--- config.mk ---
export PLATFORM = sky130hd
export DESIGN_NAME = evt_irq_agg
export DESIGN_NICKNAME = d
export VERILOG_FILES = /design/src/rtl/irq_agg_pkg.sv /design/src/rtl/irq_addr_dec.sv /design/src/rtl/evt_mask_pair.sv /design/src/rtl/irq_rd_mux.sv /design/src/rtl/evt_irq_agg.sv
export SDC_FILE = /design/constraint.sdc
export NUM_CORES = 1
export LEC_CHECK = 0
export ABC_CLOCK_PERIOD_IN_PS = 1450
export BUFFER_PORTS_ARGS = -buffer_cell sky130_fd_sc_hd__buf_4
export CORE_AREA = 3 3 127 129
export DETAILED_ROUTE_END_ITERATION = 8
export DIE_AREA = 0 0 130 132
export GPL_TIMING_DRIVEN = 0
export PLACE_DENSITY = 0.59
export RECOVER_POWER = 50
export SLEW_MARGIN = 10
export SYNTH_ARGS = -nofsm -noshare
export SYNTH_HDL_FRONTEND = slang
export SYNTH_HIERARCHICAL = 1
export SYNTH_SLANG_ARGS = --single-unit
export TNS_END_PERCENT = 30
--- constraint.sdc ---
create_clock -name clk -period 1.45 [get_ports clk]
set_input_delay 0.145 -clock clk [delete_from_list [all_inputs] [get_ports clk]]
set_output_delay 0.145 -clock clk [all_outputs]
set_load 0.01 [all_outputs]
--- src/rtl/irq_agg_pkg.sv ---
package irq_agg_pkg;

    localparam int ADDR_W = 4;

    typedef enum logic [2:0] {
        RID_MAIN_EVT = 3'd0,
        RID_MAIN_MSK = 3'd1,
        RID_TX_EVT   = 3'd2,
        RID_TX_MSK   = 3'd3,
        RID_RX_EVT   = 3'd4,
        RID_RX_MSK   = 3'd5,
        RID_SPARE6   = 3'd6,
        RID_SPARE7   = 3'd7
    } reg_id_e;

    typedef struct packed {
        logic evt_set;
        logic evt_clr;
        logic msk_set;
        logic msk_clr;
    } pair_we_t;

endpackage

--- src/rtl/irq_addr_dec.sv ---
module irq_addr_dec
    import irq_agg_pkg::*;
(
    input  logic              wr_en,
    input  logic [ADDR_W-1:0] wr_addr,
    output pair_we_t          main_we,
    output pair_we_t          tx_we,
    output pair_we_t          rx_we
);

    reg_id_e rid;
    logic    is_clr;

    assign rid    = reg_id_e'(wr_addr[3:1]);
    assign is_clr = wr_addr[0];

    always_comb begin
        main_we = '0;
        tx_we   = '0;
        rx_we   = '0;
        if (wr_en) begin
            unique case (rid)
                RID_MAIN_EVT: begin main_we.evt_set = !is_clr; main_we.evt_clr = is_clr; end
                RID_MAIN_MSK: begin main_we.msk_set = !is_clr; main_we.msk_clr = is_clr; end
                RID_TX_EVT:   begin tx_we.evt_set   = !is_clr; tx_we.evt_clr   = is_clr; end
                RID_TX_MSK:   begin tx_we.msk_set   = !is_clr; tx_we.msk_clr   = is_clr; end
                RID_RX_EVT:   begin rx_we.evt_set   = !is_clr; rx_we.evt_clr   = is_clr; end
                RID_RX_MSK:   begin rx_we.msk_set   = !is_clr; rx_we.msk_clr   = is_clr; end
                RID_SPARE6, RID_SPARE7: ;
                default: ;
            endcase
        end
    end

endmodule

--- src/rtl/evt_mask_pair.sv ---
module evt_mask_pair
    import irq_agg_pkg::*;
#(
    parameter int         W    = 8,
    parameter logic [W-1:0] KEEP = '1
) (
    input  logic         clk,
    input  logic         rst_n,
    input  pair_we_t     we,
    input  logic [W-1:0] wdata,
    input  logic [W-1:0] hw_set,
    output logic [W-1:0] evt_q,
    output logic [W-1:0] msk_q
);

    logic [W-1:0] evt_d;
    logic [W-1:0] msk_d;

    // Software clear, then software set, then hardware set: hardware wins.
    always_comb begin
        evt_d = evt_q;
        if (we.evt_clr) evt_d = evt_d & ~wdata;
        if (we.evt_set) evt_d = evt_d | wdata;
        evt_d = (evt_d | hw_set) & KEEP;

        msk_d = msk_q;
        if (we.msk_clr) msk_d = msk_d & ~wdata;
        if (we.msk_set) msk_d = msk_d | wdata;
    end

    always_ff @(posedge clk) begin
        if (!rst_n) begin
            evt_q <= '0;
            msk_q <= '0;
        end else begin
            evt_q <= evt_d;
            msk_q <= msk_d;
        end
    end

    p_mask_set_r2: assert property (@(posedge clk) disable iff (!rst_n)
        we.msk_set |=> ((msk_q & $past(wdata)) == $past(wdata)));

    p_evt_clear_r3: assert property (@(posedge clk) disable iff (!rst_n)
        we.evt_clr |=> ((evt_q & $past(wdata & ~hw_set)) == '0));

    p_hw_wins_r4: assert property (@(posedge clk) disable iff (!rst_n)
        (|(hw_set & KEEP)) |=> ((evt_q & $past(hw_set & KEEP)) == $past(hw_set & KEEP)));

endmodule

--- src/rtl/irq_rd_mux.sv ---
module irq_rd_mux
    import irq_agg_pkg::*;
#(
    parameter int DATA_W = 32,
    parameter int TX_N   = 8,
    parameter int RX_N   = 4
) (
    input  logic [ADDR_W-1:0] rd_addr,
    input  logic [DATA_W-1:0] main_view,
    input  logic [DATA_W-1:0] main_msk,
    input  logic [TX_N-1:0]   tx_evt,
    input  logic [TX_N-1:0]   tx_msk,
    input  logic [RX_N-1:0]   rx_evt,
    input  logic [RX_N-1:0]   rx_msk,
    output logic [DATA_W-1:0] rd_data
);

    localparam int TX_PAD = DATA_W - TX_N;
    localparam int RX_PAD = DATA_W - RX_N;

    reg_id_e rid;
    logic    masked;

    assign rid    = reg_id_e'(rd_addr[3:1]);
    assign masked = rd_addr[0];

    always_comb begin
        rd_data = '0;
        unique case (rid)
            RID_MAIN_EVT: rd_data = masked ? (main_view & main_msk) : main_view;
            RID_MAIN_MSK: rd_data = main_msk;
            RID_TX_EVT:   rd_data = {{TX_PAD{1'b0}}, (masked ? (tx_evt & tx_msk) : tx_evt)};
            RID_TX_MSK:   rd_data = {{TX_PAD{1'b0}}, tx_msk};
            RID_RX_EVT:   rd_data = {{RX_PAD{1'b0}}, (masked ? (rx_evt & rx_msk) : rx_evt)};
            RID_RX_MSK:   rd_data = {{RX_PAD{1'b0}}, rx_msk};
            RID_SPARE6, RID_SPARE7: rd_data = '0;
            default: rd_data = '0;
        endcase
    end

endmodule

--- src/rtl/evt_irq_agg.sv ---
module evt_irq_agg
    import irq_agg_pkg::*;
#(
    parameter int DATA_W     = 32,
    parameter int TX_N       = 8,
    parameter int RX_N       = 4,
    parameter int TX_SUM_BIT = 6,
    parameter int RX_SUM_BIT = 7,
    parameter int CYC_BIT    = 25,
    parameter int PHY_BIT    = 26,
    parameter int MASTER_BIT = 31
) (
    input  logic              clk,
    input  logic              rst_n,
    input  logic              wr_en,
    input  logic [ADDR_W-1:0] wr_addr,
    input  logic [DATA_W-1:0] wr_data,
    input  logic [ADDR_W-1:0] rd_addr,
    output logic [DATA_W-1:0] rd_data,
    input  logic [DATA_W-1:0] hw_main_evt,
    input  logic              hw_cyc_overrun,
    input  logic              hw_phy_rcvd,
    input  logic [TX_N-1:0]   hw_tx_evt,
    input  logic [RX_N-1:0]   hw_rx_evt,
    output logic              irq
);

    localparam logic [DATA_W-1:0] SUM_BITS  = (DATA_W'(1) << TX_SUM_BIT) | (DATA_W'(1) << RX_SUM_BIT);
    localparam logic [DATA_W-1:0] MAIN_KEEP = ~SUM_BITS;
    localparam logic [DATA_W-1:0] IRQ_SPAN  = ~(DATA_W'(1) << MASTER_BIT);

    pair_we_t          main_we, tx_we, rx_we;
    logic [DATA_W-1:0] main_evt_q, main_msk_q, main_view, main_hw;
    logic [TX_N-1:0]   tx_evt_q, tx_msk_q;
    logic [RX_N-1:0]   rx_evt_q, rx_msk_q;
    logic              tx_sum, rx_sum;

    irq_addr_dec u_dec (
        .wr_en   (wr_en),
        .wr_addr (wr_addr),
        .main_we (main_we),
        .tx_we   (tx_we),
        .rx_we   (rx_we)
    );

    always_comb begin
        main_hw          = hw_main_evt;
        main_hw[CYC_BIT] = hw_main_evt[CYC_BIT] | hw_cyc_overrun;
        main_hw[PHY_BIT] = hw_main_evt[PHY_BIT] | hw_phy_rcvd;
    end

    evt_mask_pair #(.W(DATA_W), .KEEP(MAIN_KEEP)) u_main (
        .clk (clk), .rst_n (rst_n), .we (main_we), .wdata (wr_data),
        .hw_set (main_hw), .evt_q (main_evt_q), .msk_q (main_msk_q)
    );

    evt_mask_pair #(.W(TX_N), .KEEP({TX_N{1'b1}})) u_tx (
        .clk (clk), .rst_n (rst_n), .we (tx_we), .wdata (wr_data[TX_N-1:0]),
        .hw_set (hw_tx_evt), .evt_q (tx_evt_q), .msk_q (tx_msk_q)
    );

    evt_mask_pair #(.W(RX_N), .KEEP({RX_N{1'b1}})) u_rx (
        .clk (clk), .rst_n (rst_n), .we (rx_we), .wdata (wr_data[RX_N-1:0]),
        .hw_set (hw_rx_evt), .evt_q (rx_evt_q), .msk_q (rx_msk_q)
    );

    assign tx_sum = |(tx_evt_q & tx_msk_q);
    assign rx_sum = |(rx_evt_q & rx_msk_q);

    always_comb begin
        main_view             = main_evt_q;
        main_view[TX_SUM_BIT] = tx_sum;
        main_view[RX_SUM_BIT] = rx_sum;
    end

    assign irq = main_msk_q[MASTER_BIT] & (|(main_view & main_msk_q & IRQ_SPAN));

    irq_rd_mux #(.DATA_W(DATA_W), .TX_N(TX_N), .RX_N(RX_N)) u_rd (
        .rd_addr   (rd_addr),
        .main_view (main_view),
        .main_msk  (main_msk_q),
        .tx_evt    (tx_evt_q),
        .tx_msk    (tx_msk_q),
        .rx_evt    (rx_evt_q),
        .rx_msk    (rx_msk_q),
        .rd_data   (rd_data)
    );

    p_master_gate_r9: assert property (@(posedge clk) disable iff (!rst_n)
        !main_msk_q[MASTER_BIT] |-> !irq);

    p_masked_read_r5: assert property (@(posedge clk) disable iff (!rst_n)
        (rd_addr == 4'd1) |-> ((rd_data & ~main_msk_q) == '0));

    p_tx_summary_live_r7: assert property (@(posedge clk) disable iff (!rst_n)
        (rd_addr == 4'd0) |-> (rd_data[TX_SUM_BIT] == |(tx_evt_q & tx_msk_q)));

    p_rx_summary_live_r7: assert property (@(posedge clk) disable iff (!rst_n)
        (rd_addr == 4'd0) |-> (rd_data[RX_SUM_BIT] == |(rx_evt_q & rx_msk_q)));

    p_cyc_overrun_r10: assert property (@(posedge clk) disable iff (!rst_n)
        hw_cyc_overrun |=> main_evt_q[CYC_BIT]);

endmodule

Word level (Yosys, flattened, before mapping)
Cells that the tools add are included.

operators by class
  reductions and logical operators = 7
  equal/unequal tests = 12
  bitwise logic cells = 24
  multiplexer cells = 25

operators with widths
  cell                  count
  $pmux W32 S7          1
  $mux W32              5
  $and A32 B32 Y32      3
  $or A32 B32 Y32       3
  $mux W8               5
  $mux W4               8
  $not A32 Y32          1
  $reduce_or A31 Y1     1
  $and A8 B8 Y8         3
  $or A8 B8 Y8          3
  $eq A3 B3 Y1 const B  6
  $and A4 B4 Y4         3
  $eq A3 B2 Y1 const B  4
  $mux W2               6
  $or A4 B4 Y4          3
  $not A8 Y8            1
  $reduce_or A8 Y1      1
  $eq A3 B1 Y1 const B  2
  $logic_not A3 Y1      2
  $not A4 Y4            1
  $reduce_or A4 Y1      1
  $or A1 B1 Y1          2
  $reduce_or A2 Y1      1
  $and A1 B1 Y1         1
  $logic_not A1 Y1      1

storage, ports and cells
  input port bits = 89
  register bits after elaboration = 88
  output and inout port bits = 33

Longest topological paths before layout
  word-level depth = 7
  depth in mapped cells = 6

By module
Netlist, hierarchy kept.

by module, submodules not included
  module                   area each (um2)  cells an instance  instances
  evt_mask_pair at u_main  2987.9           269                1
  irq_rd_mux               873.3            143                1
  evt_mask_pair at u_tx    730.7            69                 1
  evt_mask_pair at u_rx    357.8            32                 1
  evt_irq_agg              231.5            31                 1
  irq_addr_dec             101.3            19                 1

Worst setup path before layout
OpenSTA, ideal clock, no wires.

  path type = input port to flip-flop
  from = input port wr_addr[2]
  to = register u_main.msk_q[0]
  slack = 0.207 ns
  library setup time = 0.066 ns
  arrival = 1.177 ns
  path buffers = 1
  stages on the path = 5
  path through = nand3b_1 nor3_1 buf_6 nand2_1 a21boi_2

RTL lines
  element               line                 RTL
  start, declared       evt_irq_agg.sv:16    input logic [ADDR_W-1:0] wr_addr,
  end signal, assigned  evt_mask_pair.sv:37  msk_q <= msk_d;
  end, declared         evt_mask_pair.sv:13  output logic [W-1:0] msk_q

Worst setup path in the final report
  from = register u_main.evt_q[8]
  to = output port irq

between the ends
  longest elaborated chain between the ends = 3

ends and longest elaborated chain
  element                 line                 RTL
  start, declared         evt_mask_pair.sv:12  output logic [W-1:0] evt_q,
  start signal, assigned  evt_mask_pair.sv:36  evt_q <= evt_d;
  $and A32 B32 Y32        -
  $reduce_or A31 Y1       evt_irq_agg.sv:76    assign irq = main_msk_q[MASTER_BIT] & (|(main_view & main_msk_q & IRQ_SPAN));
  $and A1 B1 Y1           evt_irq_agg.sv:76
  end, declared           evt_irq_agg.sv:25    output logic irq

No other way between the ends.

==> summary.md <==
| Metric | Value |
|---|---|
| Leak | `2.74 nW` |
| Period utilisation layout | `1.39` |
| Critical path class | `flip-flop to output pin` |
| CTS tree | `built` |
| Nets | `789` |
| First-pass GRT wire length | `around 27000 um` |
| Residual DRC | `0` |
| Core area | `roughly 0.015 mm^2` |
| Max cap viols | `0` |
| RSZ-0062 raised after global routing | `yes` |
| Sink Count | `86` |
| Peak VDD IR | `~0.00050 V` |
| Reg clk slew, reported paths | `0.07 ns` |
| Startpoint Class | `flip-flop` |
| Period minus WS final | `2.01 ns` |
| Final HPWL from detailed placement | `12800 um` |
| # hold bufs at CTS | `0` |
| Clock buffer depth | `2` |
| Die ar. | `0.0172 mm^2` |
| GRT overflow | `0` |
| Critical path endpoint category | `output pin` |
| Pin count of the biggest net entering global routing | `24` |
| Via count | `4949` |
| Pre-CTS setup slack | `-0.375 ns` |
| Post-route ant nets | `0` |
| Drt first pass iters | `5` |
| DRT iter0 DRCs | `approximately 410` |
| Syn avg cell area | `9.40 um^2` |
| # diodes | `0` |
| Final slew viol count | `0` |
| Pwr dens | `849 mW/mm^2` |
| DRT Wirelength | `about 18000 um` |
| Post-synthesis cell count | `560` |
| Hold depth | `3` |
| Root Buffer Master | `clkbuf_16` |
| Tightest Pin Transition | `just under 0.7 ns` |
| Number of global-route vias before repair | `4825` |
| Failing checks | `negative setup slack` |
| Total CTS buffers | `9` |
| Maximum clock frequency | `498 MHz` |
| Final Hold Vio Count | `0` |
| Vias per inst | `5.55` |
| H-tree levels | `3` |
| Area of the mapped netlist | `about 0.0053 mm^2` |
| Final Skew | `0 ns` |
| Worst-path fanout max | `3` |
| PortBufs | `118` |
| Share of cells above drive strength 1 | `0.420` |
| GPL Wtd Cong | `0.903` |
| Starting Density | `0.348` |
| Final worst slack | `-0.559 ns` |
| Slew headroom | `0.546` |
| Die width | `130 um` |
| Area grow syn2layout | `29.9%` |
| # setup viols final | `9` |
| Syn nets | `649` |
| Die Ht | `between 100 and 150 um` |
| Final Util | `0.451` |
| Tot GR Track Use | `0.203` |
| Crit path DAT | `1.86 ns` |
| Required @ worst endpoint | `1.31 ns` |
| Status | `complete, but fails checks` |
| Worst min path class | `input pin to flip-flop` |
| Synth warn | `6` |
| Wire length per cell | `19.9 um` |
| Insertion delay of the later-clocked pin in the worst-skew pair | `0.35 ns` |
| Reg2reg path depth | `3` |
| I/O pin count | `about 120` |
| Initial antenna violation count | `0` |
| Site row count | `45` |
## power breakdown
group / switching, W / leakage [nW] / internal, W
clock network: 0.000975 / 0.133 / 0.00133
registers: 0.0000980 / 0.713 / 0.00247
logic: 0.000449 / 1.89 / 0.000480
## sequential cells by signal (all words and copies together), names as in the netlist
name / cells
u_main/evt_q: 30
u_main/msk_q: 32
u_tx/evt_q: 8
u_tx/msk_q: 8
u_rx/evt_q: 4
u_rx/msk_q: 4
## timing repair
action,in CTS,in global routing
buffers inserted,11,0
setup endpoints to repair,32,28
pin swaps,21,5
resized for setup,48,12
## worst max-delay path, stage by stage, from the launching register on
cell,delay [ns]
dfxtp_2,0.34
a222oi_1,0.44
nand3_1,0.15
nor4_2,0.29
a21boi_1,0.13
buf_4,0.16
## cells in the final DEF, fill, tap and decap left out, types with 14 or more instances in the layout
cell and instances:
buf_4 131, a21bo_1 77, dfxtp_1 70, a21boi_2 65, a21oi_1 63, nand2_1 49
a22oi_1 42, inv_1 24, a21boi_0 19, buf_2 15, dfxtp_2 14
## final cells by class
cell class	instances	area (um^2)
fillers	1482	8310
multi-input cells	412	3270
flip-flops and latches	86	1750
repair buffers	129	965
plain buffers	37	248
clock buffers	12	236
well taps	188	235
inverters	25	93.8
clock inverters	3	46.3
## per-stage QoR
step	setup TNS, ns	std cells	cell area (um^2)	total power [W]	hold WS, ns
after floorplan	0	560	5260	0.00305	0.284
after global placement	-14.35	866	6380	0.00348	0.387
after detailed placement	-15.95	866	6380	0.00350	0.393
after CTS	-1.08	892	6880	0.00584	0.0248
after global routing	-2.51	892	6840	0.00600	0.0371
final	-1.45	892	6840	0.00580	0.0307
## worst paths after layout
| path | startpoint | end | slack [ns] |
|---|---|---|---|
| hold reg to reg | u_main/evt_q[31] | u_main/evt_q[31] | 0.58 |
| setup reg to reg | u_tx/msk_q[3] | u_tx/msk_q[3] | 0.44 |
| setup / recovery | u_main/evt_q[8] | irq | -0.56 |
| hold / removal | hw_main_evt[29] | u_main/evt_q[29] | 0.03 |
## metal layers
metal  track usage  wire [um]  vias to the layer above
met2         0.318       8190                      196
met4        0.0629        446                        0
met1         0.274       7920                     2364
met5             0          0                        -
met3        0.0490       1190                       30
li1              -          -                     2359
(Power assumes the default switching activity.)
